$ cat src/rtl/ack_pkg.sv
package ack_pkg;
    typedef enum logic [2:0] {
        ST_IDLE   = 3'd0,
        ST_MASTER = 3'd1,
        ST_SLAVE  = 3'd2,
        ST_SPUR_M = 3'd3,
        ST_SPUR_S = 3'd4
    } ack_state_e;
endpackage

$ cat src/rtl/ack_classify.sv
module ack_classify
    import ack_pkg::*;
#(
    parameter int IDXW         = 3,
    parameter int CASCADE_LINE = 2
) (
    input  logic            m_none,
    input  logic [IDXW-1:0] m_win,
    input  logic            s_none,
    input  logic [IDXW-1:0] s_win,
    output ack_state_e      kind,
    output logic            m_take,
    output logic [IDXW-1:0] m_line,
    output logic            s_take,
    output logic [IDXW-1:0] s_line
);
    localparam logic [IDXW-1:0] CASC = IDXW'(CASCADE_LINE);

    always_comb begin
        kind   = ST_SPUR_M;
        m_take = 1'b0;
        s_take = 1'b0;
        m_line = m_win;
        s_line = s_win;
        if (!m_none) begin
            m_take = 1'b1;
            if (m_win == CASC) begin
                if (s_none) begin
                    kind = ST_SPUR_S;
                end else begin
                    kind   = ST_SLAVE;
                    s_take = 1'b1;
                end
            end else begin
                kind = ST_MASTER;
            end
        end
    end
endmodule

$ cat src/rtl/ack_unit_state.sv
module ack_unit_state #(
    parameter int LINES = 8,
    parameter int IDXW  = $clog2(LINES)
) (
    input  logic             clk,
    input  logic             rst_n,
    input  logic             take,
    input  logic [IDXW-1:0]  line,
    input  logic             auto_eoi,
    input  logic             rot_aeoi,
    input  logic [LINES-1:0] level,
    output logic [LINES-1:0] isr,
    output logic [IDXW-1:0]  prio,
    output logic [LINES-1:0] req_clr
);
    logic [LINES-1:0] line_bit;
    assign line_bit = LINES'(1) << line;

    always_ff @(posedge clk or negedge rst_n) begin
        if (!rst_n) begin
            isr     <= '0;
            prio    <= '0;
            req_clr <= '0;
        end else begin
            req_clr <= '0;
            if (take) begin
                if (auto_eoi) begin
                    if (rot_aeoi) begin
                        prio <= line + IDXW'(1);
                    end
                end else begin
                    isr <= isr | line_bit;
                end
                if (!level[line]) begin
                    req_clr <= line_bit;
                end
            end
        end
    end
endmodule

$ cat src/rtl/ack_vector_unit.sv
module ack_vector_unit
    import ack_pkg::*;
#(
    parameter int LINES        = 8,
    parameter int VEC_W        = 8,
    parameter int CASCADE_LINE = 2
) (
    input  logic                     clk,
    input  logic                     rst_n,
    input  logic                     ack_i,
    input  logic [$clog2(LINES)-1:0] m_win_i,
    input  logic                     m_none_i,
    input  logic [$clog2(LINES)-1:0] s_win_i,
    input  logic                     s_none_i,
    input  logic [VEC_W-1:0]         m_base_i,
    input  logic [VEC_W-1:0]         s_base_i,
    input  logic                     m_auto_eoi_i,
    input  logic                     m_rot_aeoi_i,
    input  logic                     s_auto_eoi_i,
    input  logic                     s_rot_aeoi_i,
    input  logic [LINES-1:0]         m_level_i,
    input  logic [LINES-1:0]         s_level_i,
    output logic [VEC_W-1:0]         vec_o,
    output logic                     vec_valid_o,
    output logic [LINES-1:0]         m_isr_o,
    output logic [LINES-1:0]         s_isr_o,
    output logic [$clog2(LINES)-1:0] m_prio_o,
    output logic [$clog2(LINES)-1:0] s_prio_o,
    output logic [LINES-1:0]         m_req_clr_o,
    output logic [LINES-1:0]         s_req_clr_o
);
    localparam int IDXW  = $clog2(LINES);
    localparam int BASEW = VEC_W - IDXW;
    localparam int UNITS = 2;
    localparam logic [IDXW-1:0] SPUR_IDX = '1;

    ack_state_e      kind;
    logic            m_take, s_take;
    logic [IDXW-1:0] m_line, s_line;

    ack_classify #(.IDXW(IDXW), .CASCADE_LINE(CASCADE_LINE)) u_classify (
        .m_none (m_none_i),
        .m_win  (m_win_i),
        .s_none (s_none_i),
        .s_win  (s_win_i),
        .kind   (kind),
        .m_take (m_take),
        .m_line (m_line),
        .s_take (s_take),
        .s_line (s_line)
    );

    logic [UNITS-1:0]            u_take, u_aeoi, u_rot;
    logic [UNITS-1:0][IDXW-1:0]  u_line, u_prio;
    logic [UNITS-1:0][LINES-1:0] u_level, u_isr, u_clr;

    assign u_take  = {s_take & ack_i, m_take & ack_i};
    assign u_line  = {s_line, m_line};
    assign u_aeoi  = {s_auto_eoi_i, m_auto_eoi_i};
    assign u_rot   = {s_rot_aeoi_i, m_rot_aeoi_i};
    assign u_level = {s_level_i, m_level_i};

    for (genvar g = 0; g < UNITS; g++) begin : g_unit
        ack_unit_state #(.LINES(LINES), .IDXW(IDXW)) u_state (
            .clk      (clk),
            .rst_n    (rst_n),
            .take     (u_take[g]),
            .line     (u_line[g]),
            .auto_eoi (u_aeoi[g]),
            .rot_aeoi (u_rot[g]),
            .level    (u_level[g]),
            .isr      (u_isr[g]),
            .prio     (u_prio[g]),
            .req_clr  (u_clr[g])
        );
    end

    assign m_isr_o     = u_isr[0];
    assign s_isr_o     = u_isr[1];
    assign m_prio_o    = u_prio[0];
    assign s_prio_o    = u_prio[1];
    assign m_req_clr_o = u_clr[0];
    assign s_req_clr_o = u_clr[1];

    ack_state_e      state_q;
    logic [BASEW-1:0] base_q;
    logic [IDXW-1:0]  idx_q;

    // state register plus captured vector fields
    always_ff @(posedge clk or negedge rst_n) begin
        if (!rst_n) begin
            state_q <= ST_IDLE;
            base_q  <= '0;
            idx_q   <= '0;
        end else begin
            state_q <= ack_i ? kind : ST_IDLE;
            if (ack_i) begin
                if (kind == ST_SLAVE || kind == ST_SPUR_S) begin
                    base_q <= s_base_i[VEC_W-1:IDXW];
                end else begin
                    base_q <= m_base_i[VEC_W-1:IDXW];
                end
                idx_q <= s_win_i;
            end
        end
    end

    // outputs decoded from the current state
    always_comb begin
        vec_o       = '0;
        vec_valid_o = 1'b0;
        unique case (state_q)
            ST_IDLE: begin
                vec_o       = '0;
                vec_valid_o = 1'b0;
            end
            ST_MASTER: begin
                vec_o       = {base_q, m_line_q};
                vec_valid_o = 1'b1;
            end
            ST_SLAVE: begin
                vec_o       = {base_q, idx_q};
                vec_valid_o = 1'b1;
            end
            ST_SPUR_M, ST_SPUR_S: begin
                vec_o       = {base_q, SPUR_IDX};
                vec_valid_o = 1'b1;
            end
            default: begin
                vec_o       = '0;
                vec_valid_o = 1'b0;
            end
        endcase
    end

    logic [IDXW-1:0] m_line_q;
    always_ff @(posedge clk or negedge rst_n) begin
        if (!rst_n) begin
            m_line_q <= '0;
        end else if (ack_i) begin
            m_line_q <= m_win_i;
        end
    end
endmodule

$ cat config.mk
export PLATFORM = sky130hd
export DESIGN_NAME = ack_vector_unit
export DESIGN_NICKNAME = d
export VERILOG_FILES = /design/src/rtl/ack_pkg.sv /design/src/rtl/ack_classify.sv /design/src/rtl/ack_unit_state.sv /design/src/rtl/ack_vector_unit.sv
export SDC_FILE = /design/constraint.sdc
export NUM_CORES = 1
export LEC_CHECK = 0
export BUFFER_PORTS_ARGS = -buffer_cell sky130_fd_sc_hd__buf_2
export CAP_MARGIN = 20
export CORE_MARGIN = 2
export CORE_UTILIZATION = 45
export DETAILED_ROUTE_END_ITERATION = 12
export PLACE_DENSITY = 0.76
export SETUP_SLACK_MARGIN = 0.5
export SYNTH_ARGS = -nofsm -noshare
export SYNTH_HDL_FRONTEND = slang
export SYNTH_SLANG_ARGS = --single-unit
$ cat constraint.sdc
create_clock -name clk -period 1.9 [get_ports clk]
set_clock_uncertainty 0.2 [all_clocks]
set_input_delay 0.38 -clock clk [delete_from_list [all_inputs] [get_ports clk]]
set_output_delay 0.38 -clock clk [all_outputs]
set_load 0.1 [all_outputs]
==> results of run 1 <==
==> report_power, final <==
| part | switching, W | internal, W | total, W | leakage [nW] |
|---|---|---|---|---|
| combinational | 0.000992 | 0.000640 | 0.00163 | 1.40 |
| sequential | 0.000107 | 0.00121 | 0.00132 | 0.605 |
| clock | 0.000381 | 0.000258 | 0.000639 | 0.0479 |
| total | 0.00148 | 0.00211 | 0.00359 | 2.05 |
==> repair_timing <==
item	4_1_cts	5_1_grt
pin swaps	23	15
hold endpoints to repair	52	0
setup buffers	11	19
gates resized for setup	181	26
hold buffers	1	0
setup endpoints to repair	81	89
==> through the flow <==
stage	TNS (ns)	instance area [um2]	utilization	cells	power, W
5_1_grt	-1.71	4620	0.893	403	0.00368
4_1_cts	-1.20	4350	0.841	384	0.00344
3_3_place_gp	-0.284	3460	0.669	364	0.00250
2_1_floorplan	-1.58	2710	-	196	0.00219
3_5_place_dp	-0.497	3460	0.669	364	0.00252
6_report	-1.27	4620	0.893	403	0.00359
==> cells in the final DEF (no fill, tap or decap), types with 2 or more instances in the layout <==
cell type / count
buf_2: 37
a21o_1: 7
buf_8: 2
nand2_1: 7
buf_6: 9
mux4_2: 3
nor2_1: 8
dfrtp_2: 41
inv_1: 8
and2_1: 6
o21a_1: 3
ha_1: 6
nor3b_2: 2
mux2_2: 7
mux2i_4: 2
ha_4: 2
and2_4: 5
mux2_4: 7
clkbuf_8: 5
clkinv_2: 2
a2111oi_4: 2
buf_4: 33
nor2b_1: 3
a31o_2: 8
buf_12: 52
mux2i_1: 6
dfrtp_1: 11
ha_2: 4
a21oi_1: 4
a21oi_2: 7
o21ai_2: 2
nor2_4: 2
nor4_4: 4
==> cells by family after synthesis <==
kind of cell | Yosys count
AOI/OAI and AO/OA | 40
xor gates and xnor gates | 1
adders and majority gates | 12
buffers and inverters | 16
DFF | 52
muxes | 27
and+or+nand+nor | 48
==> path summary, 6_finish.rpt <==
| path | start | to | slack [ns] | depth (start not counted) |
|---|---|---|---|---|
| hold reg to reg | g_unit[1].u_state.isr[3]$_DFFE_PN0P_ | g_unit[1].u_state.isr[3]$_DFFE_PN0P_ | 0.31 | 1 |
| setup / recovery | state_q[0]$_DFF_PN0_ | vec_o[2] | -0.15 | 4 |
| min in group asynchronous | rst_n | g_unit[1].u_state.prio[1]$_DFFE_PN0P_ | 0.38 | 3 |
| max in group asynchronous | rst_n | g_unit[0].u_state.req_clr[3]$_DFF_PN0_ | 0.87 | 3 |
| hold / removal | m_auto_eoi_i | g_unit[0].u_state.isr[2]$_DFFE_PN0P_ | 0.1 | 2 |
| setup reg to reg | g_unit[0].u_state.prio[1]$_DFFE_PN0P_ | g_unit[0].u_state.prio[1]$_DFFE_PN0P_ | 0.74 | 2 |
==> final cells by class <==
cell class	count	area, um2
clock buffer	5	68.8
multi-input combinational	128	1420
inverter	11	50.0
clock inverter	3	18.8
timing repair buffer	134	1620
fill	191	556
sequential	52	1350
tap	70	87.6
==> critical path, cell delays in order, from the launching register on <==
cell	delay, ns
dfrtp_2	0.46
nor2_4	0.18
nand2_1	0.18
o21ai_2	0.14
buf_12	0.20
==> routing by layer <==
metal | up-vias | global-route usage | share of wire
met5 | - | 0 | 0
met4 | 0 | 0.116 | 0.041
met3 | 30 | 0.0581 | 0.078
met2 | 144 | 0.490 | 0.53
met1 | 1149 | 0.339 | 0.35
li1 | 982 | - | -
==> state kept, by name, indices dropped and copies added (netlist names) <==
name,count
g_unit.u_state.isr,16
g_unit.u_state.req_clr,16
g_unit.u_state.prio,6
base_q,5
idx_q,3
m_line_q,3
state_q,3
==> metrics.md, run 1 <==
| Metric | Value |
|---|---|
| Status | finished with violations |
| Fraction of registers with async set/reset | 1.00 |
| Synth Warn # | 0 |
| Most frequent cell after synthesis | dfrtp_1 |
| Fin crit period | approximately 2.0 ns |
| Final Wtd Congestion | 0.839 |
| Post-synthesis mux area share | 0.144 |
| Detail Route Antenna Nets | 0 |
| Iteration-0 DRC count of the detailed router | ~160 |
| Mapped Cells | between 150 and 200 |
| Worst hold-check path type | input pin to register |
| IO Pins | 94 |
| Fin Hold WS | around 0.099 ns |
| Pwr dens | slightly below 800 nW/um2 |
| Port bufs | between 80 and 90 |
| Syn avg cell area | between 10 and 15 um2 |
| Failing checks | setup timing |
| GR Overflow Total | 0 |
| Wirelength per Cell | 22.8 um |
| Area of the core | roughly 5200 um2 |
| Number of clock sinks | 52 |
| TritonCTS Buffers | 5 |
| Core Rows | 26 |
| Post-synth top area cell | dfrtp_1 |
| Setup CP Type | register to output pin |
| Post-Syn Area | about 2400 um2 |
| Fin crit share | 1.08 |
| CP required | approximately 1.3 ns |
| Clk pin slew, worst setup/hold paths | about 0.10 ns |
| Total Routed Length | just over 9000 um |
| Commonest cells post-synth | dfrtp_1 (52), ha_1 (12), a21oi_1 (11), and2_1 (11), nor2_1 (11) |
| Starting density of the core | 0.473 |
| Synth cell types | 39 |
| Total global-route track usage | 0.282 |
| Vias in the first global route | around 2400 |
| Fmax | about 0.5 GHz |
| Final Worst Setup Slack | -0.150 ns |
| Crit. End Element | output pin |
| Drt drc | 0 |
| Layout area overhead | 88.6% |
| Worst vdd ir | between 0.001 and 0.0015 V |
| Worst-skew pair later-pin latency | around 0.31 ns |
| Nets | between 300 and 400 |
| Detail Placement HPWL | approximately 4400 um |
| Die outline height | 77.8 um |
| Ratio of cells with drive above 1 in the final layout | 0.766 |
| Actual slew at the worst max-slew pin | between 0.4 and 0.5 ns |
| Post-synthesis register bit count | 52 |
| Pre-Repair DR Iteration Count | 4 |
| Syn nets | between 200 and 300 |
| P_leak | 2.05 nW |
| Post-synthesis adder-cell area fraction | 0.0613 |
| Root Driver | clkbuf_8 |
| Synth Area in Compound Gates | 0.111 |
| Synth top area share | 0.531 |
| Final Max Slew Viols | 0 |
| Die W | slightly below 80 um |
| RSZ-0062 raised after global routing | true |
| Initial antenna violation count | 0 |
| Max Cap Viol | 0 |
| CTS max path bufs | 2 |
| Total die area | ~6000 um2 |
| Largest net degree at the start of global routing | 53 |
| CP arrival | ~1.5 ns |
| Post-synthesis xor/xnor area fraction | 0.00358 |
| Worst relative slew slack | 0.695 |
| Synth top area cells | dfrtp_1 (53%), ha_1 (6.1%), mux2_2 (4.1%), mux2i_1 (3.7%), a31o_2 (2.9%) |
| Setup crit start kind | register |
| Final hold vios | 0 |
| Place WS | -0.0840 ns |
| Number of enable flip-flop cells after synthesis | 0 |
| Largest family of logic cells by synthesized area | multiplexers |
| Via density | about 5.7 |
| Simple-Gate Fraction of Synth Area | 0.120 |
| First-pass GRT wire length | about 13000 um |
| Seq/Total Area, Yosys | 0.531 |
| CTS tree | done |
| Ys flop type | dfrtp_1 |
| Vias | roughly 2300 |
| CP max FO | 4 |
| Final setup vio count | 9 |
| H-tree depth | 2 |
| Antenna cells | 0 |
Power figures use the tool's default switching activity.
==> inputs of run 2 (changes only) <==
==> constraint.sdc (replaced) <==
create_clock -name clk -period 1.9 [get_ports clk]
set_clock_uncertainty 0.2 [all_clocks]
set_input_delay 0.285 -clock clk [delete_from_list [all_inputs] [get_ports clk]]
set_output_delay 0.285 -clock clk [all_outputs]
set_load 0.1 [all_outputs]
==> run 2 against run 1 <==
Routed wire length down 16%. Non-clock buffer count is 17 lower. Sequential power is essentially flat. Via count fell by 8.5%. Final cell count decreased by 4.2%. Setup slack improved by 0.11 ns. The flow still finishes with violations (setup timing). Global-route usage down 6.8 points. Highest routed layer unchanged.
==> metrics.md, run 2 (synthesis results as in run 1) <==
| Metric | Value |
|---|---|
| Status | finished with violations |
| Failing checks | setup timing |
| Final Worst Setup Slack | -0.0443 ns (+0.106 ns) |
| Worst hold-check path type | input pin to register |
| Fin area | 4260 um2 (-7.8%) |
| Detail Placement HPWL | 4360 um (-0.37%) |
| Total global-route track usage | 0.214 (-0.0679) |
| Starting density of the core | 0.473 (unchanged) |
| H-tree depth | 2 (unchanged) |
| Worst-skew pair later-pin latency | 0.30 ns (about the same) |
| RSZ-0062 raised after global routing | true |
| Initial antenna violation count | 0 (unchanged) |
| CP arrival | 1.46 ns (about the same) |
| Crit-path leading delay family | flip-flops |
| CP required | 1.41 ns (+0.09 ns) |
| Most frequent cells in the layout | dfrtp_1 (49), buf_12 (41), buf_2 (37), buf_4 (22) |
| Storage cell area | 1310 um2 (-3.5%) |
| CTS tree | done |
| Die outline height | 77.8 um (unchanged) |
| Pwr dens | 817 nW/um2 (+5.0%) |
| Hold Crit Endpoint | base_q[3]$_DFFE_PN0P_ |
| Worst reg2reg endpoint | g_unit[1].u_state.prio[0]$_DFFE_PN0P_ |
| Die W | 77.8 um (unchanged) |
| Hold Path Cell Cnt | 3 (+1) |
| Worst vdd ir | 0.000712 V (-31%) |
| Total Routed Length | 7760 um (-16%) |
| Crit. End Element | output pin |
| Number of clock sinks | 52 (unchanged) |
| Pre-Repair DR Iteration Count | 4 (unchanged) |
| CP max-delay cell | dfrtp_2 |
| Ratio of cells with drive above 1 in the final layout | 0.585 (-0.180) |
| Final setup vio count | 9 (unchanged) |
| Final Max Slew Viols | 0 (unchanged) |
| IO Pins | 94 (unchanged) |
| Min-delay src | m_base_i[6] |
| Max Cap Viol | 0 (unchanged) |
| Nets | 374 (-4.3%) |
| Iteration-0 DRC count of the detailed router | 193 (+24%) |
| Reg2reg setup slack | 0.76 ns (+0.02 ns) |
| Crit-path cells | buf_4, buf_4, a21oi_2, o21ai_2, buf_12 |
| Vias | 2109 (-8.5%) |
| Fmax | 0.514 GHz (+5.4%) |
| P_leak | 2.00 nW (-2.5%) |
| Clk pin slew, worst setup/hold paths | 0.10 ns (about the same) |
| Actual slew at the worst max-slew pin | 0.549 ns (+0.0922 ns) |
| First-pass GRT wire length | 10100 um (-21%) |
| Root Driver | clkbuf_8 |
| Antenna cells | 0 (unchanged) |
| Drt drc | 0 (unchanged) |
| Fin crit share | 1.02 (-0.0555) |
| DP Area | 3350 um2 (-3.1%) |
| Dpl cells | 358 (-1.6%) |
| Final Wtd Congestion | 0.844 (+0.67%) |
| Commonest non-fill, non-tap cell in the layout | dfrtp_1 |
| Via density | 5.46 (-4.5%) |
| Number of fill cells in the layout | 258 (+35%) |
| Setup crit start kind | register |
| Area of the core | 5170 um2 (unchanged) |
| Fin crit period | 1.94 ns (-0.106 ns) |
| Final hold vios | 0 (unchanged) |
| CTS max path bufs | 2 (unchanged) |
| Worst relative slew slack | 0.634 (-0.0611) |
| Top Registers | g_unit.u_state.isr x16, g_unit.u_state.req_clr x16, g_unit.u_state.prio x6 |
| TritonCTS Buffers | 5 (unchanged) |
| Cell mode on critical path | buf_4 |
| Worst reg2reg path depth | 2 (unchanged) |
| Setup CP Type | register to output pin |
| CP max FO | 6 (+2) |
| Final Non-Filler Cells | 386 (-4.2%) |
| GR Overflow Total | 0 (unchanged) |
| Port bufs | 87 (unchanged) |
| Total die area | 6050 um2 (unchanged) |
| Critical Path Max Stage Delay | 0.47 ns (about the same) |
| Core Rows | 26 (unchanged) |
| Detail Route Antenna Nets | 0 (unchanged) |
| Vias in the first global route | 2098 (-14%) |
| Wirelength per Cell | 20.1 um (-12%) |
| Largest net degree at the start of global routing | 53 (unchanged) |
| Worst r2r src | g_unit[1].u_state.prio[0]$_DFFE_PN0P_ |
| Layout area overhead | 73.8% |
| Worst Path Buf+Inv | 3 (+2) |
| Area occupied by multi-input gates | 1350 um2 (-4.9%) |
[run 2: cell types whose count changed in the layout (fill, tap and decap cells not counted), sizes merged]
| cell | previous run | this run |
|---|---|---|
| buf | 133 | 115 |
| clkbuf | 5 | 6 |
| clkinv | 3 | 1 |
| dlygate4sd3 | 1 | 2 |
| inv | 10 | 11 |
[run 2: per-layer routing]
metal | global-route usage | routed length (um)
met5 | 0 | 0
met4 | 0.0571 | 231
met3 | 0.0442 | 372
met2 | 0.368 | 4120
met1 | 0.274 | 3040
[run 2: power breakdown]
group / switching (W) / total, W / internal, W
Combinational: 0.000949 / 0.00153 / 0.000586
Sequential: 0.000105 / 0.00131 / 0.00120
Clock: 0.000373 / 0.000636 / 0.000263
[run 2: stage by stage]
stage	hold WS (ns)	setup slack (ns)	TNS (ns)	total power, W	utilization
final	0.0661	-0.0443	-0.294	0.00348	0.823
after global routing	0.0695	-0.120	-1.00	0.00358	0.823
after CTS	0.0639	-0.0504	-0.352	0.00330	0.759
after detailed placement	0.0928	0.0182	0	0.00250	0.648
after global placement	0.0921	0.0235	0	0.00248	0.648
after floorplan	-0.211	-0.189	-0.947	0.00218	-
[run 2: worst min-delay path, delay by kind of cell]
family | cells | cell delay (ns)
buf+inv | 1 | 0.07
compound gates | 1 | 0.12
mux | 1 | 0.06
[run 2: final cells by class]
class / count / share of cell area
Multi-Input combinational cell: 128 / 0.318
Sequential cell: 52 / 0.307
Tap cell: 70 / 0.0206
Inverter: 11 / 0.0109
Clock buffer: 6 / 0.0170
Clock inverter: 2 / 0.00382
Timing Repair Buffer: 117 / 0.323
[run 2: worst max-delay path by stage]
stage / to / from / depth (start not counted) / slack (ns)
after floorplan: vec_o[3] / state_q[0]$_DFF_PN0_ / 3 / -0.19
after global placement: g_unit[1].u_state.isr[6]$_DFFE_PN0P_ / m_win_i[0] / 6 / 0.02
after detailed placement: g_unit[1].u_state.isr[5]$_DFFE_PN0P_ / m_win_i[0] / 6 / 0.02
after CTS: vec_o[5] / state_q[1]$_DFF_PN0_ / 4 / -0.05
after global routing: vec_o[4] / state_q[1]$_DFF_PN0_ / 4 / -0.12
final: vec_o[2] / state_q[1]$_DFF_PN0_ / 5 / -0.04
[run 2: timing repair]
action	4_1_cts	5_1_grt
endpoints found under the hold margin	53	0
hold buffers	2	0
endpoints found under the setup margin	79	62
pin swaps	14	12
setup buffers	8	10
gates resized for setup	113	51
==> inputs of run 3 (changes only) <==
SKIP_LAST_GASP = 1   (was unset)
==> run 3 against run 2 <==
The flow still finishes with violations (setup timing). First-iteration DRC count shrank 36%. Cell area shrank 1.5%. Combinational power is essentially flat. Worst hold slack is essentially flat. Sequential cell count is the same. Register-to-register slack is essentially flat. Clock-buffer cell count is the same. Power shrank 1.2%. Critical path type unchanged. Critical endpoint is now vec_o[0].
==> metrics.md, run 3 (synthesis results as in run 1) <==
| Metric | Value |
|---|---|
| Worst vdd ir | 0.000636 V (-11%) |
| Sum Neg Setup Slack | -0.259 ns (+0.0346 ns) |
| H-tree depth | 2 (unchanged) |
| Worst-skew pair later-pin latency | 0.30 ns (about the same) |
| Final Non-Filler Cells | 386 (unchanged) |
| Iteration-0 DRC count of the detailed router | 124 (-36%) |
| Top Registers | g_unit.u_state.isr x16, g_unit.u_state.req_clr x16, g_unit.u_state.prio x6 |
| CP arrival | 1.46 ns (about the same) |
| Detail Placement HPWL | 4360 um (unchanged) |
| Die W | 77.8 um (unchanged) |
| Pre-Repair DR Iteration Count | 4 (unchanged) |
| Core Rows | 26 (unchanged) |
| Fin Hold WS | 0.0663 ns (+0.000246 ns) |
| Fin crit share | 1.02 (-0.00208) |
| Worst hold-check path type | input pin to register |
| Setup crit start kind | register |
| Setup CP Type | register to output pin |
| Via density | 5.29 (-3.2%) |
| Final Worst Setup Slack | -0.0403 ns (+0.00396 ns) |
| Initial antenna violation count | 0 (unchanged) |
| Number of clock sinks | 52 (unchanged) |
| Layout Utilization | 0.811 (-0.0123) |
| Worst Path Buf+Inv | 1 (-2) |
| Total die area | 6050 um2 (unchanged) |
| Vias | 2042 (-3.2%) |
| Max Cap Viol | 0 (unchanged) |
| Crit path depth | 4 (-1) |
| Crit-path leading delay family | compound AO/OA/AOI/OAI gates |
| TritonCTS Buffers | 5 (unchanged) |
| Critical path endpoint | vec_o[0] |
| CP max FO | 6 (unchanged) |
| Final Max Slew Viols | 0 (unchanged) |
| Detail Route Antenna Nets | 0 (unchanged) |
| Critical Path Max Stage Delay | 0.47 ns (about the same) |
| Vias in the first global route | 2086 (-0.57%) |
| Final hold vios | 0 (unchanged) |
| Largest net degree at the start of global routing | 53 (unchanged) |
| CP required | 1.41 ns (about the same) |
| Root Driver | clkbuf_8 |
| Antenna cells | 0 (unchanged) |
| Reg2reg setup slack | 0.77 ns (about the same) |
| Commonest non-fill, non-tap cell in the layout | dfrtp_1 |
| Worst reg2reg endpoint | g_unit[1].u_state.prio[0]$_DFFE_PN0P_ |
| Final setup vio count | 9 (unchanged) |
| CTS max path bufs | 2 (unchanged) |
| Crit. End Element | output pin |
| CP max-delay cell | dfrtp_2 |
| Worst reg2reg path depth | 2 (unchanged) |
| Worst setup path startpoint | state_q[1]$_DFF_PN0_ |
| Most frequent cells in the layout | dfrtp_1 (49), buf_2 (37), buf_12 (37), buf_4 (23), ha_1 (11) |
| IO Pins | 94 (unchanged) |
| Drt drc | 0 (unchanged) |
| P_leak | 1.99 nW (-0.59%) |
| Port bufs | 87 (unchanged) |
| Fmax | 0.515 GHz (+0.20%) |
| Layout area overhead | 71.2% |
| Area of the core | 5170 um2 (unchanged) |
| CTS tree | done |
| Worst r2r src | g_unit[1].u_state.prio[0]$_DFFE_PN0P_ |
| GR Overflow Total | 0 (unchanged) |
| Pwr dens | 819 nW/um2 (+0.32%) |
| Dpl cells | 358 (unchanged) |
| Crit-path cells | o21a_1, a21oi_1, o21ai_4, buf_12 |
| Status | finished with violations |
| Total Power | 0.00344 W (-1.2%) |
| First-pass GRT wire length | 10000 um (-1.2%) |
| Wirelength per Cell | 18.5 um (-8.0%) |
| Failing checks | setup timing |
| Total Routed Length | 7140 um (-8.0%) |
| Final Wtd Congestion | 0.844 (unchanged) |
| Starting density of the core | 0.473 (unchanged) |
| Worst relative slew slack | 0.697 (+0.0628) |
| Fin crit period | 1.94 ns (-0.00396 ns) |
| Clk pin slew, worst setup/hold paths | 0.10 ns (about the same) |
| RSZ-0062 raised after global routing | true |
| Die outline height | 77.8 um (unchanged) |
| Actual slew at the worst max-slew pin | 0.453 ns (-0.0958 ns) |
| Ratio of cells with drive above 1 in the final layout | 0.570 (-0.0158) |
| Total global-route track usage | 0.211 (-0.00251) |
| Nets | 374 (unchanged) |
[run 3: cell count changes in the layout (fill, tap and decap cells not counted)]
| cell | previous run | this run |
|---|---|---|
| buf_12 | 41 | 37 |
| buf_8 | 4 | 8 |
| a21oi_1 | 6 | 9 |
| a21oi_2 | 5 | 2 |
| mux2_2 | 7 | 9 |
| mux2_4 | 6 | 4 |
| buf_4 | 22 | 23 |
| buf_6 | 11 | 10 |
| inv_4 | 0 | 1 |
| inv_6 | 1 | 0 |
| mux2i_1 | 8 | 9 |
| mux2i_4 | 1 | 0 |
| nor4_1 | 0 | 1 |
| nor4_2 | 2 | 1 |
[run 3: what timing repair did]
| item | in CTS | in global routing |
|---|---|---|
| buffers inserted | 8 | 10 |
| gates resized for setup | 109 | 41 |
| hold endpoints to repair | 53 | 0 |
| pin swaps | 12 | 7 |
| hold buffers | 2 | 0 |
| endpoints found under the setup margin | 79 | 64 |
[run 3: how the worst min path moves through the flow]
stage / from / end / slack, ns / cells past startpoint
4_1_cts: s_none_i / state_q[2]$_DFF_PN0_ / 0.06 / 3
2_1_floorplan: rst_n / base_q[0]$_DFFE_PN0P_ / -0.21 / 0
6_report: m_base_i[6] / base_q[3]$_DFFE_PN0P_ / 0.07 / 3
3_3_place_gp: rst_n / g_unit[1].u_state.prio[1]$_DFFE_PN0P_ / 0.09 / 2
5_1_grt: s_win_i[0] / idx_q[0]$_DFFE_PN0P_ / 0.06 / 2
3_5_place_dp: rst_n / g_unit[1].u_state.prio[1]$_DFFE_PN0P_ / 0.09 / 2
[run 3: cell type report]
type | instances | area (um2)
clock buffers | 6 | 72.6
clock inverters | 2 | 16.3
fillers | 259 | 980
inverters | 11 | 43.8
multi-input cells | 128 | 1320
flip-flops and latches | 52 | 1310
well taps | 70 | 87.6
repair buffers | 117 | 1350
[run 3: power by group]
group	total (W)	internal, W	switching, W
Combinational	0.00152	0.000579	0.000939
Sequential	0.00130	0.00120	0.000100
Clock	0.000617	0.000262	0.000355
Total	0.00344	0.00204	0.00139
[run 3: routing by layer]
metal	part of all wire	up-vias	global-route usage
met2	0.52	84	0.366
met1	0.38	998	0.271
li1	-	939	-
met5	0	-	0
met3	0.055	21	0.0419
met4	0.043	0	0.0571
[run 3: per-stage QoR]
stage / area, um2 / setup WS (ns)
finish: 4190 / -0.0403
global route: 4190 / -0.114
CTS: 3910 / -0.0504
detailed placement: 3350 / 0.0182
global placement: 3350 / 0.0235
floorplan: 2660 / -0.189
[run 3: tightest hold or removal path: cells and delay by family]
family          cells  cell delay, ns
buf+inv             1            0.07
compound gates      1            0.12
mux                 1            0.06
